### src/rtl/pwr_evt_pkg.sv
package pwr_evt_pkg;

    localparam logic [3:0] SLOT_EVT  = 4'd0;
    localparam logic [3:0] SLOT_CTL  = 4'd1;
    localparam logic [3:0] SLOT_TMR  = 4'd2;

    localparam int unsigned ST_TMR    = 0;
    localparam int unsigned ST_GLOCK  = 5;
    localparam int unsigned ST_PWRBTN = 8;
    localparam int unsigned ST_RTC    = 10;
    localparam int unsigned ST_WAKE   = 15;

    localparam int unsigned CT_SCI_ON = 0;
    localparam int unsigned CT_SLP_GO = 13;
    localparam int unsigned CT_TYP_LO = 10;

    localparam logic [15:0] SCI_SRC_MASK = 16'h0521;

    localparam logic [7:0] APM_SCI_ON  = 8'hF1;
    localparam logic [7:0] APM_SCI_OFF = 8'hF0;

    localparam logic [2:0] SLP_OFF  = 3'd0;
    localparam logic [2:0] SLP_SUSP = 3'd1;

endpackage

### src/rtl/pwr_evt_timer_core.sv
module pwr_evt_timer_core #(
    parameter int unsigned TMR_W   = 24,
    parameter int unsigned GUARD_W = 8
) (
    input  logic             clk,
    input  logic             rst_n,
    input  logic             tick,
    input  logic             rearm,
    output logic [TMR_W-1:0] count,
    output logic             tmr_sts
);
    localparam int unsigned CNT_W = TMR_W + GUARD_W;
    localparam logic [CNT_W-1:0] ONE  = {{(CNT_W-1){1'b0}}, 1'b1};
    localparam logic [CNT_W-1:0] HALF = ONE << (TMR_W - 1);
    localparam logic [CNT_W-1:0] LOW_MASK = HALF - ONE;

    typedef struct packed {
        logic [CNT_W-1:0] cnt;
        logic [CNT_W-1:0] ovf;
    } tmr_state_t;

    tmr_state_t st_d, st_q;

    always_comb begin
        st_d = st_q;
        if (tick) begin
            st_d.cnt = st_q.cnt + ONE;
        end
        if (rearm) begin
            st_d.ovf = (st_q.cnt + HALF) & ~LOW_MASK;
        end
    end

    always_ff @(posedge clk or negedge rst_n) begin
        if (!rst_n) begin
            st_q.cnt <= '0;
            st_q.ovf <= HALF;
        end else begin
            st_q <= st_d;
        end
    end

    assign count   = st_q.cnt[TMR_W-1:0];
    assign tmr_sts = (st_q.cnt >= st_q.ovf);

    // visible count steps by one per tick and holds otherwise
    a_r2_tick_steps: assert property (@(posedge clk) disable iff (!rst_n)
        tick |=> (count == TMR_W'($past(count) + 1'b1)));
    a_r2_idle_holds: assert property (@(posedge clk) disable iff (!rst_n)
        !tick |=> $stable(count));
    // an acknowledged status without a coincident tick reads clear next
    a_r3_rearm_clears: assert property (@(posedge clk) disable iff (!rst_n)
        (rearm && !tick) |=> !tmr_sts);

endmodule

### src/rtl/pwr_evt_regs.sv
module pwr_evt_regs
    import pwr_evt_pkg::*;
(
    input  logic        clk,
    input  logic        rst_n,
    input  logic        wr_evt,
    input  logic        wr_ctl,
    input  logic [3:0]  be,
    input  logic [31:0] wdata,
    input  logic        tmr_sts,
    input  logic        pwrbtn_evt,
    input  logic        apm_valid,
    input  logic [7:0]  apm_cmd,
    output logic [15:0] sts,
    output logic [15:0] en,
    output logic [15:0] ctl,
    output logic        rearm,
    output logic        shutdown_req,
    output logic        suspend_req
);
    typedef struct packed {
        logic        pwrbtn;
        logic        wake;
        logic [15:0] en;
        logic [15:0] ctl;
        logic        shut;
        logic        susp;
    } ev_state_t;

    ev_state_t st_d, st_q;

    logic [15:0] lo_mask, hi_mask, sts_clr, ctl_keep;
    logic [2:0]  slp_typ;
    logic        slp_go;

    always_comb begin
        lo_mask  = {{8{be[1]}}, {8{be[0]}}};
        hi_mask  = {{8{be[3]}}, {8{be[2]}}};
        sts_clr  = wr_evt ? (wdata[15:0] & lo_mask) : 16'h0000;
        ctl_keep = ~(16'h0001 << CT_SLP_GO);
        slp_typ  = wdata[CT_TYP_LO +: 3];
        slp_go   = wr_ctl && be[1] && wdata[CT_SLP_GO];
        rearm    = sts_clr[ST_TMR] && tmr_sts;

        st_d      = st_q;
        st_d.shut = 1'b0;
        st_d.susp = 1'b0;

        if (sts_clr[ST_PWRBTN]) st_d.pwrbtn = 1'b0;
        if (sts_clr[ST_WAKE])   st_d.wake   = 1'b0;

        if (wr_evt) begin
            st_d.en = (st_q.en & ~hi_mask) | (wdata[31:16] & hi_mask);
        end

        if (wr_ctl) begin
            st_d.ctl = (st_q.ctl & ~lo_mask) | (wdata[15:0] & lo_mask & ctl_keep);
        end

        if (slp_go) begin
            case (slp_typ)
                SLP_OFF: st_d.shut = 1'b1;
                SLP_SUSP: begin
                    st_d.susp   = 1'b1;
                    st_d.wake   = 1'b1;
                    st_d.pwrbtn = 1'b1;
                end
                default: ;
            endcase
        end

        if (apm_valid) begin
            if (apm_cmd == APM_SCI_ON)  st_d.ctl[CT_SCI_ON] = 1'b1;
            if (apm_cmd == APM_SCI_OFF) st_d.ctl[CT_SCI_ON] = 1'b0;
        end

        if (pwrbtn_evt && st_q.en[ST_PWRBTN]) begin
            st_d.pwrbtn = 1'b1;
        end
    end

    always_ff @(posedge clk or negedge rst_n) begin
        if (!rst_n) begin
            st_q <= '0;
        end else begin
            st_q <= st_d;
        end
    end

    assign sts          = {st_q.wake, 6'b000000, st_q.pwrbtn, 7'b0000000, tmr_sts};
    assign en           = st_q.en;
    assign ctl          = st_q.ctl;
    assign shutdown_req = st_q.shut;
    assign suspend_req  = st_q.susp;

    // an enabled power-button event is visible in status next cycle
    a_r10_pwrbtn_sets: assert property (@(posedge clk) disable iff (!rst_n)
        (pwrbtn_evt && en[ST_PWRBTN]) |=> sts[ST_PWRBTN]);
    // APM commands drive the SCI-enable bit
    a_r9_apm_on: assert property (@(posedge clk) disable iff (!rst_n)
        (apm_valid && apm_cmd == APM_SCI_ON) |=> ctl[CT_SCI_ON]);
    a_r9_apm_off: assert property (@(posedge clk) disable iff (!rst_n)
        (apm_valid && apm_cmd == APM_SCI_OFF) |=> !ctl[CT_SCI_ON]);
    // a shutdown pulse always follows a type-0 sleep-enable write
    a_r7_shutdown_cause: assert property (@(posedge clk) disable iff (!rst_n)
        shutdown_req |-> $past(wr_ctl && be[1] && wdata[CT_SLP_GO] &&
                               wdata[CT_TYP_LO +: 3] == SLP_OFF));
    // shutdown and suspend never coincide; suspend leaves wake status set
    a_r8_exclusive: assert property (@(posedge clk) disable iff (!rst_n)
        !(shutdown_req && suspend_req));
    a_r8_wake_on_suspend: assert property (@(posedge clk) disable iff (!rst_n)
        suspend_req |-> sts[ST_WAKE]);

endmodule

### src/rtl/pwr_evt_timer.sv
module pwr_evt_timer
    import pwr_evt_pkg::*;
#(
    parameter int unsigned TMR_W   = 24,
    parameter int unsigned GUARD_W = 8
) (
    input  logic        clk,
    input  logic        rst_n,
    input  logic [3:0]  bus_addr,
    input  logic        bus_wr,
    input  logic        bus_rd,
    input  logic [3:0]  bus_be,
    input  logic [31:0] bus_wdata,
    output logic [31:0] bus_rdata,
    input  logic        tick,
    input  logic        pwrbtn_evt,
    input  logic        apm_valid,
    input  logic [7:0]  apm_cmd,
    input  logic        gpe_req,
    output logic        sci,
    output logic        shutdown_req,
    output logic        suspend_req
);
    logic [TMR_W-1:0] tmr_count;
    logic             tmr_sts;
    logic             rearm;
    logic [15:0]      sts, en, ctl;
    logic             wr_evt, wr_ctl;

    assign wr_evt = bus_wr && (bus_addr == SLOT_EVT);
    assign wr_ctl = bus_wr && (bus_addr == SLOT_CTL);

    pwr_evt_timer_core #(.TMR_W(TMR_W), .GUARD_W(GUARD_W)) u_core (
        .clk     (clk),
        .rst_n   (rst_n),
        .tick    (tick),
        .rearm   (rearm),
        .count   (tmr_count),
        .tmr_sts (tmr_sts)
    );

    pwr_evt_regs u_regs (
        .clk          (clk),
        .rst_n        (rst_n),
        .wr_evt       (wr_evt),
        .wr_ctl       (wr_ctl),
        .be           (bus_be),
        .wdata        (bus_wdata),
        .tmr_sts      (tmr_sts),
        .pwrbtn_evt   (pwrbtn_evt),
        .apm_valid    (apm_valid),
        .apm_cmd      (apm_cmd),
        .sts          (sts),
        .en           (en),
        .ctl          (ctl),
        .rearm        (rearm),
        .shutdown_req (shutdown_req),
        .suspend_req  (suspend_req)
    );

    logic [31:0] rdata_d, rdata_q;

    always_comb begin
        rdata_d = rdata_q;
        if (bus_rd) begin
            case (bus_addr)
                SLOT_EVT: rdata_d = {en, sts};
                SLOT_CTL: rdata_d = {16'h0000, ctl};
                SLOT_TMR: rdata_d = 32'(tmr_count);
                default:  rdata_d = 32'h0000_0000;
            endcase
        end
    end

    always_ff @(posedge clk or negedge rst_n) begin
        if (!rst_n) begin
            rdata_q <= '0;
        end else begin
            rdata_q <= rdata_d;
        end
    end

    assign bus_rdata = rdata_q;
    assign sci = (|(sts & en & SCI_SRC_MASK)) || gpe_req;

    // an external request always reaches the interrupt
    a_r6_gpe_reaches_sci: assert property (@(posedge clk) disable iff (!rst_n)
        gpe_req |-> sci);
    // a read of an unmapped slot returns zero
    a_r1_unmapped_zero: assert property (@(posedge clk) disable iff (!rst_n)
        (bus_rd && bus_addr > SLOT_TMR) |=> (bus_rdata == 32'h0));

endmodule

### config.mk
export PLATFORM = sky130hd
export DESIGN_NAME = pwr_evt_timer
export DESIGN_NICKNAME = d
export VERILOG_FILES = /design/src/rtl/pwr_evt_pkg.sv /design/src/rtl/pwr_evt_timer_core.sv /design/src/rtl/pwr_evt_regs.sv /design/src/rtl/pwr_evt_timer.sv
export SDC_FILE = /design/constraint.sdc
export NUM_CORES = 1
export LEC_CHECK = 0
export ABC_AREA = 1
export BUFFER_PORTS_ARGS = -buffer_cell sky130_fd_sc_hd__buf_2
export CAP_MARGIN = 10
export CORE_MARGIN = 2
export CORE_UTILIZATION = 57
export CTS_CLUSTER_SIZE = 25
export DETAILED_ROUTE_END_ITERATION = 10
export GPL_TIMING_DRIVEN = 0
export PLACE_DENSITY = 0.8
export SLEW_MARGIN = 20
export SYNTH_ARGS = -nofsm -noshare
export SYNTH_HDL_FRONTEND = slang
export SYNTH_SLANG_ARGS = --single-unit
### constraint.sdc
create_clock -name clk -period 1.95 [get_ports clk]
set_input_delay 0.195 -clock clk [delete_from_list [all_inputs] [get_ports clk]]
set_output_delay 0.195 -clock clk [all_outputs]
set_load 0.05 [all_outputs]
==> reports/results.tsv <==
metric	value	unit
start_kind	register	
synth.top_cells.by_area	dfrtp_1, nand2_1, inv_1	
worstSetupPathType	register to output port	
cts_made_buffers	9	
avgSynthCellArea	8.235	µm²
totalPowerFinal	5.605	mW
fin_crit_sh	1.100	
hold_violations	0	
postRouteAntennaNets	0	
cts_max_path_buffers	2	
io_buffers	90	
rsz0062_at_grt	yes	
synth_top_area_cell	dfrtp_1	
use_met3	0.04203	
routed_via_density	5.209	
synthFlopType	dfrtp_1	
grt_max_degree	56	
use_met1	0.3588	
antenna_found_initial	0	
overflow	0	
n_antenna_cell	0	
ys_ff_latch	109	
h-tree-depth	3	
path_max_fanout	2	
drtIter0Drc	252	
rows	36	
end_kind	output port	
cts_sinks	109	
worst_pin_slew	725.9	ps
cap_violations	0	
ios	91	
fmax	466.3	MHz
final.setup.worst_slack	-194.4	ps
yosysUniqueCellTypes	35	
drive_gt1_frac	0.2587	
coreArea	9639	µm²
grt.busiest_layer	met2	
die_y	102.9	µm
period_minus_slack	2144	ps
yosysSeqAreaShare	0.4895	
regArea	2736	µm²
slew_headroom	0.5134	
syn_nets	745	
status	finished with violations	
fin_nets	871	
finish.utilization	0.7082	
clock_latency	380	ps
die-area	10590	µm²
pwr_density_cell	821.0	nW/µm²
cts_root_buffer	clkbuf_8	
areaGrowthSynthToFinish	22.44	%
netlist_area	5575	µm²
routedWlPerCell	14.81	µm
drtPass1Iterations	5	
clk_pin_slew	110	ps
worstPathRequired	1750	ps
cts_tree	done	
fillers	834	
start_util	0.5784	
track_usage	0.2658	
violations	setup timing	
syn_inst	677	
slew_violations	0	
vias	4902	
drc_errors	0	
async_flop_share	1.000	
synth_warnings	0	
ir_worst_vdd	0.6383	mV
grt_pass1_wl	21850	µm
place_congestion	0.9429	
hp-class	input pin to register	
dp_hpwl	9995	µm
synth-edff-count	0	
synth_common_cells	nand2_1, dfrtp_1, inv_1	
multiInputGateArea	2541	µm²
setup_viol	9	
grt_pass1_vias	4688	
yosysTopAreaCellShare	0.4847	
leakage	3.572	nW
synth.most_common_cell	nand2_1	
fp.dieW	102.9	µm
wirelength	13930	µm
met2_usage	0.4456	
crit_arrival	1950	ps
skew	11.98	ps
cell families (layout without fill, tap and decap cells):
| kind of cell | count (synthesis) | in the layout | share of synthesized area |
|---|---|---|---|
| buffers and inverters | 115 | 245 | 0.08034 |
| multiplexers | 8 | 8 | 0.01616 |
| XOR/XNOR | 28 | 28 | 0.04399 |
| AO/OA/AOI/OAI | 79 | 79 | 0.08214 |
| adder cells (fa/ha/maj) | 12 | 12 | 0.02693 |
| flip-flops | 109 | 109 | 0.4895 |
| AND/OR/NAND/NOR | 326 | 327 | 0.2610 |
critical path, stage by stage (launching register included):
cell and delay [ps]:
dfrtp_2 460, ha_4 290, nand2_2 50, nor2_2 140
nand2_2 70, nor2_2 90, nand2_1 70, nand2_2 110
nand2_1 50, nand2_1 70, buf_6 160
path summary, 6_finish.rpt:
kind,from,end,slack (ps),cells past startpoint
setup / recovery,u_core.st_q[59],sci,-190,10
hold reg to reg,bus_rdata[6],bus_rdata[6],490,2
hold / removal,bus_wdata[7],register,20,3
max in group asynchronous,rst_n,u_core.st_q[23],910,3
min in group asynchronous,rst_n,u_core.st_q[31],340,2
setup reg to reg,u_core.st_q[59],u_core.st_q[24],-60,13
report_power, final:
group          switching (mW)  total [mW]  internal, mW
Clock                   0.806        1.54         0.739
Combinational           0.847        1.33         0.487
Sequential              0.191        2.73          2.54
layout by cell type (no fill, tap or decap), drive strengths merged:
cell type    instances
dlygate4sd3          2
xnor2                3
o21ai               41
nand4               13
nand3b               2
dfrtp              108
clkbuf              19
bufinv               2
nor2                55
a21oi               15
mux2                 8
inv                101
dfstp                1
nor3                15
o22ai               23
or3b                 1
nor4                 1
nand2              219
ha                  12
xor2                25
buf                119
clkinv               2
nand3               21
what timing repair did:
item | CTS | global route
resized for setup | 26 | 18
setup buffers | 12 | 8
setup endpoints to repair | 10 | 14
endpoints found under the hold margin | 55 | 0
cloned | 0 | 2
hold buffers | 2 | 0
pin swaps | 10 | 17
area by class of cell:
type	count	share of cell area
plain buffers	16	0.01246
clock inverters	6	0.01393
multi-input cells	454	0.3723
well taps	133	0.02438
repair buffers	114	0.1026
flip-flops and latches	109	0.4008
clock buffers	10	0.01869
inverters	99	0.05480
per-layer routing:
| layer | wire length, µm | vias up |
|---|---|---|
| met3 | 617 | 33 |
| met1 | 6047 | 2344 |
| li1 | - | 2382 |
| met4 | 315 | 0 |
| met2 | 6952 | 143 |
| met5 | 0 | - |
metrics by stage:
stage                     setup TNS, ps  hold slack (ps)  cells  area (µm²)  setup WS (ps)
after floorplan                       0           -100.6    677        5575          161.7
after global placement           -55410            395.6    900        6192         -518.2
after detailed placement         -394.7            193.4    901        6226         -102.0
after CTS                        -158.4            8.123    931        6670         -158.4
after global routing              -1421            17.71    941        6827         -283.0
final                            -471.7            16.34    941        6827         -194.4
No activity file was read; power rests on OpenSTA's default activity.
